$ cat src/rtl/flash_erase_seq.sv
module flash_erase_seq #(
  parameter int SECTORS          = 4,
  parameter int PAGES_PER_SECTOR = 8,
  parameter int PAGE_FIELD_W     = 8,
  parameter int DATA_W           = 32,
  parameter int CLK_HZ           = 125_000_000,
  parameter int ERASE_MS         = 350,
  parameter int ERASE_LIMIT      = CLK_HZ / 1000 * ERASE_MS
) (
  input  logic                    clk,
  input  logic                    rst_n,
  input  logic [1:0]              csr_addr,
  input  logic                    csr_wr,
  input  logic [DATA_W-1:0]       csr_wdata,
  output logic [DATA_W-1:0]       csr_rdata,
  input  logic                    dp_req,
  output logic                    dp_wait,
  output logic                    arr_erase,
  output logic [PAGE_FIELD_W-1:0] arr_page,
  input  logic                    arr_done,
  input  logic                    arr_pass
);
  localparam int NUM_PAGES = SECTORS * PAGES_PER_SECTOR;
  localparam int TMR_W     = $clog2(ERASE_LIMIT + 1);

  logic                    busy_q, ok_q, erase_q;
  logic [SECTORS-1:0]      prot_q;
  logic [PAGE_FIELD_W-1:0] page_q;
  logic [TMR_W-1:0]        tmr_q;

  logic [PAGE_FIELD_W-1:0] page_in;
  logic ctl_wr, legal, sec_prot, start, reject, finish, timeout;

  assign page_in = csr_wdata[PAGE_FIELD_W-1:0];
  assign ctl_wr  = csr_wr && csr_addr == 2'd2;
  assign legal   = page_in < PAGE_FIELD_W'(NUM_PAGES);

  always_comb begin
    sec_prot = 1'b1;
    for (int s = 0; s < SECTORS; s++)
      if (page_in >= PAGE_FIELD_W'(s * PAGES_PER_SECTOR)) sec_prot = prot_q[s];
  end

  assign start   = ctl_wr && !busy_q && legal && !sec_prot;
  assign reject  = ctl_wr && !busy_q && !start;
  assign finish  = busy_q && arr_done;
  assign timeout = busy_q && !arr_done && tmr_q == TMR_W'(ERASE_LIMIT - 1);

  always_ff @(posedge clk) begin
    if (!rst_n) begin
      busy_q  <= 1'b0;
      ok_q    <= 1'b0;
      erase_q <= 1'b0;
      prot_q  <= '1;
      page_q  <= '0;
      tmr_q   <= '0;
    end else begin
      erase_q <= start;
      if (csr_wr && csr_addr == 2'd1) prot_q <= csr_wdata[SECTORS-1:0];
      if (start) begin
        busy_q <= 1'b1;
        page_q <= page_in;
        tmr_q  <= '0;
      end else if (reject) begin
        ok_q <= 1'b0;
      end else if (finish) begin
        busy_q <= 1'b0;
        ok_q   <= arr_pass;
      end else if (timeout) begin
        busy_q <= 1'b0;
        ok_q   <= 1'b0;
      end else if (busy_q) begin
        tmr_q <= tmr_q + 1'b1;
      end
    end
  end

  always_comb begin
    case (csr_addr)
      2'd0:    csr_rdata = DATA_W'({ok_q, 1'b0, busy_q});
      2'd1:    csr_rdata = DATA_W'(prot_q);
      default: csr_rdata = '0;
    endcase
  end

  assign dp_wait   = busy_q & dp_req;
  assign arr_erase = erase_q;
  assign arr_page  = page_q;
endmodule


$ cat config.mk
export PLATFORM = sky130hd
export DESIGN_NAME = flash_erase_seq
export DESIGN_NICKNAME = d
export VERILOG_FILES = /design/src/rtl/flash_erase_seq.sv
export SDC_FILE = /design/constraint.sdc
export NUM_CORES = 1
export LEC_CHECK = 0
export BUFFER_PORTS_ARGS = -buffer_cell sky130_fd_sc_hd__clkbuf_2
export CAP_MARGIN = 20
export CORE_MARGIN = 4
export CORE_UTILIZATION = 53
export CTS_CLUSTER_SIZE = 24
export DETAILED_ROUTE_END_ITERATION = 7
export GPL_TIMING_DRIVEN = 0
export PLACE_DENSITY = 0.85
export SKIP_CTS_REPAIR_TIMING = 1
export SKIP_LAST_GASP = 1
export SYNTH_ARGS = -nofsm -noshare
export SYNTH_HDL_FRONTEND = slang
export SYNTH_SLANG_ARGS = --single-unit
$ cat constraint.sdc
create_clock -name clk -period 4.8 [get_ports clk]
set_input_delay 0.48 -clock clk [delete_from_list [all_inputs] [get_ports clk]]
set_output_delay 0.48 -clock clk [all_outputs]
set_load 0.02 [all_outputs]
* Yosys cells after proc, flatten, opt, wreduce, memory -nomap -nowiden
Cells that the tools add are included. Widths: inputs -> output; s select.
Word-level totals: register bits after elaboration 41, input port bits 40, output and inout bits 42, logic and storage cells 53
Cells by class: add/sub/neg operators 1, $lt $le $gt $ge 5, equality and inequality tests 4, mux-type cells 11, bitwise operators 6, reduce and logical (&&, ||, !) cells 20
Operator list (number):
- $add 26x1->26 const B | 1
- $eq 26x26->1 const B | 1
- $ge 8x5->1 const B | 2
- $mux 1 | 10
- $logic_and 1x1->1 | 9
- $ge 8x1->1 const B | 1
- $ge 8x4->1 const B | 1
- $lt 8x6->1 const B | 1
- $pmux 4 s2 | 1
- $reduce_bool 3->1 | 2
- $not 1->1 | 5
- $logic_not 1->1 | 4
- $reduce_and 2->1 | 2
- $reduce_and 4->1 | 1
- $eq 2x1->1 const B | 1
- $eq 2x2->1 const B | 1
- $logic_not 2->1 | 1
- $ne 2x2->1 const B | 1
- $reduce_or 2->1 | 1
- $and 1x1->1 | 1

* Depth between registers and ports, before layout
Gate-level depths: netlist of run 1.
word-level depth 11, depth in mapped cells 7, mapped depth without buffers 6

* Least setup slack after synthesis of run 1
No wires, ideal clock.
path type reg2reg, start register tmr_q[0], end register tmr_q[1], library setup time 0.118 ns, data arrival time 1.609 ns, setup slack 3.073 ns, cell stages (with the launch flop) 8, buffers on the path 1, path through dfxtp_1 > ha_1 > nand4_1 > or3_1 > buf_4 > o21ai_2 > mux2i_1 > nor2_1
On the way: cells in the longest elaborated chain, start to end 4, elaborated cells on any way between the ends 5, classes of those cells add/sub (1); eq/ne (1); bitwise (1); reduce/logical (2)
Ends and longest elaborated chain:
- start, declared | RTL line 29 | logic [TMR_W-1:0] tmr_q;
- start signal, assigned | RTL line 73 | tmr_q <= tmr_q + 1'b1;
- branches (longest 4 deep; another with $add 26x1->26)
Several ways; the timed one is not identified. A chain may end at the register's enable or synchronous reset.

* Worst setup path after layout of run 1
start register tmr_q[0], end register tmr_q[18]
Same word-level chain as after synthesis.

==> results of run 1 <==
==> cells in the mapped netlist (6+ instances only) <==
cell type | instances | area, um^2
xor2_1 | 17 | 149
and2_1 | 6 | 37.5
nand4_1 | 11 | 68.8
dfxtp_1 | 41 | 821
nor2_1 | 32 | 120
nor2b_1 | 6 | 37.5
nand2_1 | 12 | 45.0
buf_4 | 31 | 233
mux2i_1 | 8 | 80.1
nand3_1 | 15 | 75.1
or3_1 | 6 | 37.5
==> metal layers <==
metal / track usage, % / wire length, um / vias to the layer above
li1: - / - / 941
met1: 21.4 / 1840 / 838
met2: 32.8 / 2420 / 68
met3: 4.29 / 320 / 6
met4: 5.85 / 36 / 0
met5: 0 / 0 / -
==> sequential cells by signal, summed over array words and instances (netlist names) <==
register   count
tmr_q         26
prot_q         4
ok_q           1
arr_page       8
busy_q         1
arr_erase      1
==> final cells by class <==
cell class | count | area (um^2)
clock buffers | 5 | 68.8
clock inverters | 3 | 17.5
flip-flops and latches | 41 | 821
inverters | 5 | 18.8
multi-input cells | 196 | 1200
fillers | 351 | 1410
well taps | 50 | 62.6
plain buffers | 36 | 255
repair buffers | 29 | 145
==> final timing paths <==
| path | to |
|---|---|
| worst min register to register | arr_page[5] |
| worst max-delay path | tmr_q[18] |
| worst min-delay path | arr_page[5] |
| worst max register to register | tmr_q[18] |
==> critical path: stages (launching register included) <==
cell and delay [ps]:
dfxtp_1 420, ha_1 280, nand4_1 170, or3_1 370, buf_4 180, o211ai_1 210
xor2_1 170, nor2_1 50
==> logic make-up (layout without fill, tap and decap cells) <==
kind of cell,Yosys count,after routing
other,1,28
XOR/XNOR,19,19
AO/OA/AOI/OAI,22,22
AND/OR/NAND/NOR,117,117
multiplexers,9,9
buffers and inverters,41,78
flip-flops,41,41
adder cells (fa/ha/maj),1,1
==> where the power goes <==
part	switching, W	total, W	internal [W]
Sequential	0.00000136	0.000343	0.000342
Combinational	0.0000409	0.0000694	0.0000285
Clock	0.000123	0.000223	0.000100
Total	0.000165	0.000635	0.000470
==> stage by stage <==
step	instances	setup slack, ps	hold slack, ps	power, W	utilization [%]
3_3_place_gp	357	2870	416	0.000418	62.6
5_1_grt	365	2660	443	0.000659	64.7
6_report	365	2850	425	0.000635	64.7
2_1_floorplan	278	3070	449	0.000404	-
4_1_cts	365	2850	428	0.000636	64.7
3_5_place_dp	357	2830	416	0.000419	62.6
==> metrics, run 1 <==
clock network latency to the later pin of the worst-skew pair=300 ps; share of synthesized cell area in full adder, half adder and majority cells=0.570%; cell area after layout=2590 um^2; Total Wirelength=4.61 mm; dominant combinational cell family by area after synthesis=simple AND/OR/NAND/NOR gates; number of core rows=23; Clock Skew=7.75 ps; CP Launch Type=flop; signal arrival time at the worst endpoint=2140 ps; share of the synthesized netlist area taken by xor and xnor gates=7.59%; maximum fanout along the worst path=8; DPL Wire Length=3.45 mm; routability congestion estimate=0.872; synthesis warning total=0; FF+latch count, synth=41; post-synthesis sequential area ratio=37.4%; CTS root buf=clkbuf_8; horizontal extent of the die=72.3 um; shortest period the worst path allows=1950 ps; Yosys cell types=45; clk sink count=41; Worst Reg-to-Reg Cells=7; most frequent cells in the layout=41 x dfxtp_1, 32 x nor2_1, 31 x buf_4, 29 x clkbuf_2, 28 x conb_1; Worst Min Path Start=arr_page[5]; compound-gate portion of the synthesized area=6.39%; initial antenna violation count=0; syn avg cell area=8.74 um^2; total inserted antenna cells=0; Synth Flop Type=dfxtp_1; number of flops mapped to enable cells by yosys=0; number of nets with antenna violations after routing=0; class of the worst hold path=reg -> reg; mean routed wirelength per cell=12.6 um; count of H-tree levels built during CTS=2; required time worst endpoint=4990 ps; reported max-cap violation count=0; netlist area before placement=2190 um^2; worst-case clock buffer depth=2; wire length of the first global-routing pass=7.68 mm; Die ar.=5230 um^2; Worst Hold Path Cells=2; sum of negative setup slack=0 ps; top-level port count=82; Period Utilization, post-route=40.6%; pin count of the biggest net entering global routing=14; post-DR vias/cell=5.08; global route total overflow=0; highest ir drop seen on vdd=168 uV; slew of the pin with the lowest slew margin=502 ps; Port-buffer cells=29; origin of the critical flop-to-flop path=tmr_q[0]; FF-to-FF setup slack=2850 ps; area added between synthesis and finish=18.0%; relative slew slack=66.3%; Net count, final=355; clock buffer count from CTS=5; Leak Pwr=1.12 nW; starting utilization of the core area=54.8%; startpoint of the most critical setup path=tmr_q[0]; clock transition at the registers of the reported paths=80 ps; result of the run=finished, final reports clean; Overall Global Routing Usage=18.3%; count of TritonRoute iterations in the first routing pass=4; total cell area at the placement stage=2500 um^2; detailed-route DRC error count=0; Setup CP Type=reg -> reg; most common cell after layout, fill and taps aside=dfxtp_1; unrepaired setup endpoints after global routing=no; number of endpoints with negative hold slack in the final report=0; Async SR Flop Fraction=0%; area share of and/or/nand/nor cells after synthesis=30.7%; clock tree from TritonCTS=built; count of final max-slew check failures=0; pwr dens=245 nW/um^2; overall via count from detail_route=1853; core area=4000 um^2; share of synthesized area spent on multiplexers=4.68%; via count of the first global-routing pass=1747; initial DRC count=92; Max Freq=0.513 GHz; height of the chip=72.3 um; number of standard cells after synthesis=251; layout cells sized above 1=26.0%; setup violators final=0; endpoint kind of the worst setup timing path=flop
Note: power is estimated with default switching activity, not from simulation.
==> run 2: changes to the inputs <==
--- a/config.mk
+++ b/config.mk
@@ -5,14 +5,15 @@
 export SDC_FILE = /design/constraint.sdc
 export NUM_CORES = 1
 export LEC_CHECK = 0
+export ABC_AREA = 1
 export BUFFER_PORTS_ARGS = -buffer_cell sky130_fd_sc_hd__clkbuf_2
 export CAP_MARGIN = 20
 export CORE_MARGIN = 4
-export CORE_UTILIZATION = 53
+export CORE_UTILIZATION = 47
 export CTS_CLUSTER_SIZE = 24
 export DETAILED_ROUTE_END_ITERATION = 7
 export GPL_TIMING_DRIVEN = 0
-export PLACE_DENSITY = 0.85
+export PLACE_DENSITY = 0.77
 export SKIP_CTS_REPAIR_TIMING = 1
 export SKIP_LAST_GASP = 1
 export SYNTH_ARGS = -nofsm -noshare
==> constraint.sdc (replaced) <==
create_clock -name clk -period 1.7 [get_ports clk]
set_input_delay 0.17 -clock clk [delete_from_list [all_inputs] [get_ports clk]]
set_output_delay 0.17 -clock clk [all_outputs]
set_load 0.02 [all_outputs]
==> metrics, run 2 <==
area share of and/or/nand/nor cells after synthesis=40.0% (+9.3 points); Clock Skew=6.01 ps (-1.74 ps); compound-gate portion of the synthesized area=10.4% (+4.0 points); clock tree from TritonCTS=built; Max Freq=0.579 GHz (+13%); most instantiated library cell after synthesis=nand2_1; signal arrival time at the worst endpoint=1920 ps (-220 ps); CP Launch Type=flop; main area contributors after synthesis=dfxtp_1 30%, nand2_1 19%, nor2_1 9.3%; most common cell after layout, fill and taps aside=nand2_1; routability congestion estimate=0.918 (+5.3%); horizontal extent of the die=84.9 um (+17%); Port-buffer cells=29 (unchanged); unrepaired setup endpoints after global routing=yes; wire length of the first global-routing pass=10.7 mm (+39%); sum of negative setup slack=-355 ps (-355 ps); initial DRC count=145 (+58%); post-DR vias/cell=4.78 (-5.9%); overall via count from detail_route=2775 (+50%); reported max-cap violation count=0 (unchanged); Setup CP Type=reg -> reg; dominant combinational cell family by area after synthesis=simple AND/OR/NAND/NOR gates; fill count=525 (+50%); most common library cells after synthesis=142 x nand2_1, 69 x nor2_1, 41 x dfxtp_1; share of synthesized cell area in full adder, half adder and majority cells=0.450% (-0.12 points); Worst Min Path Start=csr_wdata[1]; height of the chip=84.9 um (+17%); share of synthesized area spent on multiplexers=0% (-4.7 points); worst-case clock buffer depth=2 (unchanged); number of endpoints with negative hold slack in the final report=0 (unchanged); clk sink count=41 (unchanged); clock transition at the registers of the reported paths=90 ps (about the same); pin count of the biggest net entering global routing=15 (+1); total power draw=0.00200 W (+220%); Synth Flop Type=dfxtp_1; initial antenna violation count=0 (unchanged); clock network latency to the later pin of the worst-skew pair=310 ps (about the same); layout cells sized above 1=36.3% (+10 points); Net count, final=549 (+55%); highest ir drop seen on vdd=344 uV (+110%); origin of the critical flop-to-flop path=tmr_q[1]; Yosys cell types=28 (-38%); Biggest register=tmr_q; share of the synthesized netlist area taken by xor and xnor gates=3.78% (-3.8 points); Worst Slack Setup Final=-25.9 ps (-2880 ps); DPL Wire Length=4.94 mm (+43%); CTS root buf=clkbuf_8; result of the run=finished with violations; count of TritonRoute iterations in the first routing pass=5 (+1); syn avg cell area=6.42 um^2 (-26%); area fraction of the dominant cell type after synthesis=29.5% (-7.9 points); count of H-tree levels built during CTS=2 (unchanged); detailed-route DRC error count=0 (unchanged); Post-Route Utilization=62.8% (-1.9 points); total cell area at the placement stage=3120 um^2 (+25%); Total Wirelength=6.84 mm (+48%); maximum fanout along the worst path=5 (-3); global route total overflow=0 (unchanged); via count of the first global-routing pass=2415 (+38%); most frequent cells in the layout=120 x nand2_1, 64 x nor2_1, 39 x nand2_2, 36 x buf_4, 33 x inv_1; pwr dens=568 nW/um^2 (+130%); clock buffer count from CTS=5 (unchanged); number of standard cells after synthesis=433 (+73%); mean routed wirelength per cell=11.8 um (-6.8%); number of nets with antenna violations after routing=0 (unchanged); starting utilization of the core area=49.6% (-5.2 points); cell area after layout=3520 um^2 (+36%); FF+latch count, synth=41 (unchanged); synthesis warning total=0 (unchanged); WHS=66.2 ps (-359 ps); core area=5610 um^2 (+40%); max FFs per register=26 (unchanged); area added between synthesis and finish=26.6%; endpoint kind of the worst setup timing path=flop; startpoint of the most critical setup path=tmr_q[1]; shortest period the worst path allows=1730 ps (-223 ps); Period Utilization, post-route=102% (+61 points); netlist area before placement=2780 um^2 (+27%); number of core rows=27 (+17%); Die ar.=7210 um^2 (+38%); required time worst endpoint=1900 ps (-3090 ps); Async SR Flop Fraction=0% (unchanged); post-synthesis sequential area ratio=29.5% (-7.9 points); Leak Pwr=1.54 nW (+37%); Overall Global Routing Usage=18.1% (-0.18 points); flip-flop and latch area=853 um^2 (+4.0%); violated checks=negative setup slack; count of final max-slew check failures=0 (unchanged); total inserted antenna cells=0 (unchanged); area leader, netlist=dfxtp_1; class of the worst hold path=in -> reg; top-level port count=82 (unchanged); area used by multi-input combinational logic=1760 um^2 (+47%); setup violators final=21 (+21); number of flops mapped to enable cells by yosys=0 (unchanged)
[run 2: changes by cell type after synthesis, moves of 8 or more]
cell	delta
a21oi_2	+19
inv_1	+33
mux2i_1	-8
nand2_1	+130
nand2_2	+22
nand4_1	-10
nor2_1	+37
[run 2: per-stage QoR]
| step | worst slack [ps] | cells |
|---|---|---|
| 2_1_floorplan | 55.7 | 460 |
| 3_3_place_gp | -314 | 561 |
| 3_5_place_dp | -335 | 561 |
| 4_1_cts | -375 | 569 |
| 5_1_grt | -70.3 | 581 |
| 6_report | -25.9 | 581 |
[run 2: cells by family (layout without fill, tap and decap cells)]
kind of cell               count (synthesis)  count (layout)
AOI/OAI and AO/OA                         40              40
xor gates and xnor gates                  12              12
adders and majority gates                  1               1
buffers and inverters                     75             124
DFF                                       41              41
other                                      1              28
and+or+nand+nor                          263             263
[run 2: worst paths after layout]
path / end / slack, ps / cells past startpoint
min: arr_page[1] / 70 / 3
min reg2reg: arr_page[5] / 430 / 2
max: tmr_q[20] / -30 / 11
max reg2reg: tmr_q[20] / -30 / 11
[run 2: cell type report]
class | instances | area share [%]
Sequential cell | 41 | 24.2
Clock inverter | 3 | 1.31
Multi-Input combinational cell | 344 | 49.9
Buffer | 37 | 8.95
Timing Repair Buffer | 40 | 6.79
Inverter | 38 | 4.16
Timing Repair inverter | 1 | 0.142
Clock buffer | 5 | 1.95
Tap cell | 72 | 2.56
[run 2: report_power, final]
part           total, W  leakage (nW)  internal (W)  switching, W
Combinational  0.000214          1.14     0.0000806      0.000133
Clock          0.000826        0.0543      0.000440      0.000387
Sequential     0.000962         0.341      0.000959    0.00000281
[run 2: metal layers]
layer,track usage [%],share of wire (%),up-vias
met2,29.3,48,64
met4,5.18,1.3,0
met3,4.85,5.2,10
li1,-,-,1439
met1,23.8,46,1262
met5,0,0,-
[run 2: worst max-delay path, cell delays in order, from the launching register on]
cell and delay (ps):
dfxtp_4 380, ha_4 160, nand2_4 50, nor2_4 120, nand2_2 90, nor2_4 110, nand2_2 70, nand2_4 100
clkinvlp_4 200, buf_6 200, nand2_2 60, a21oi_2 40
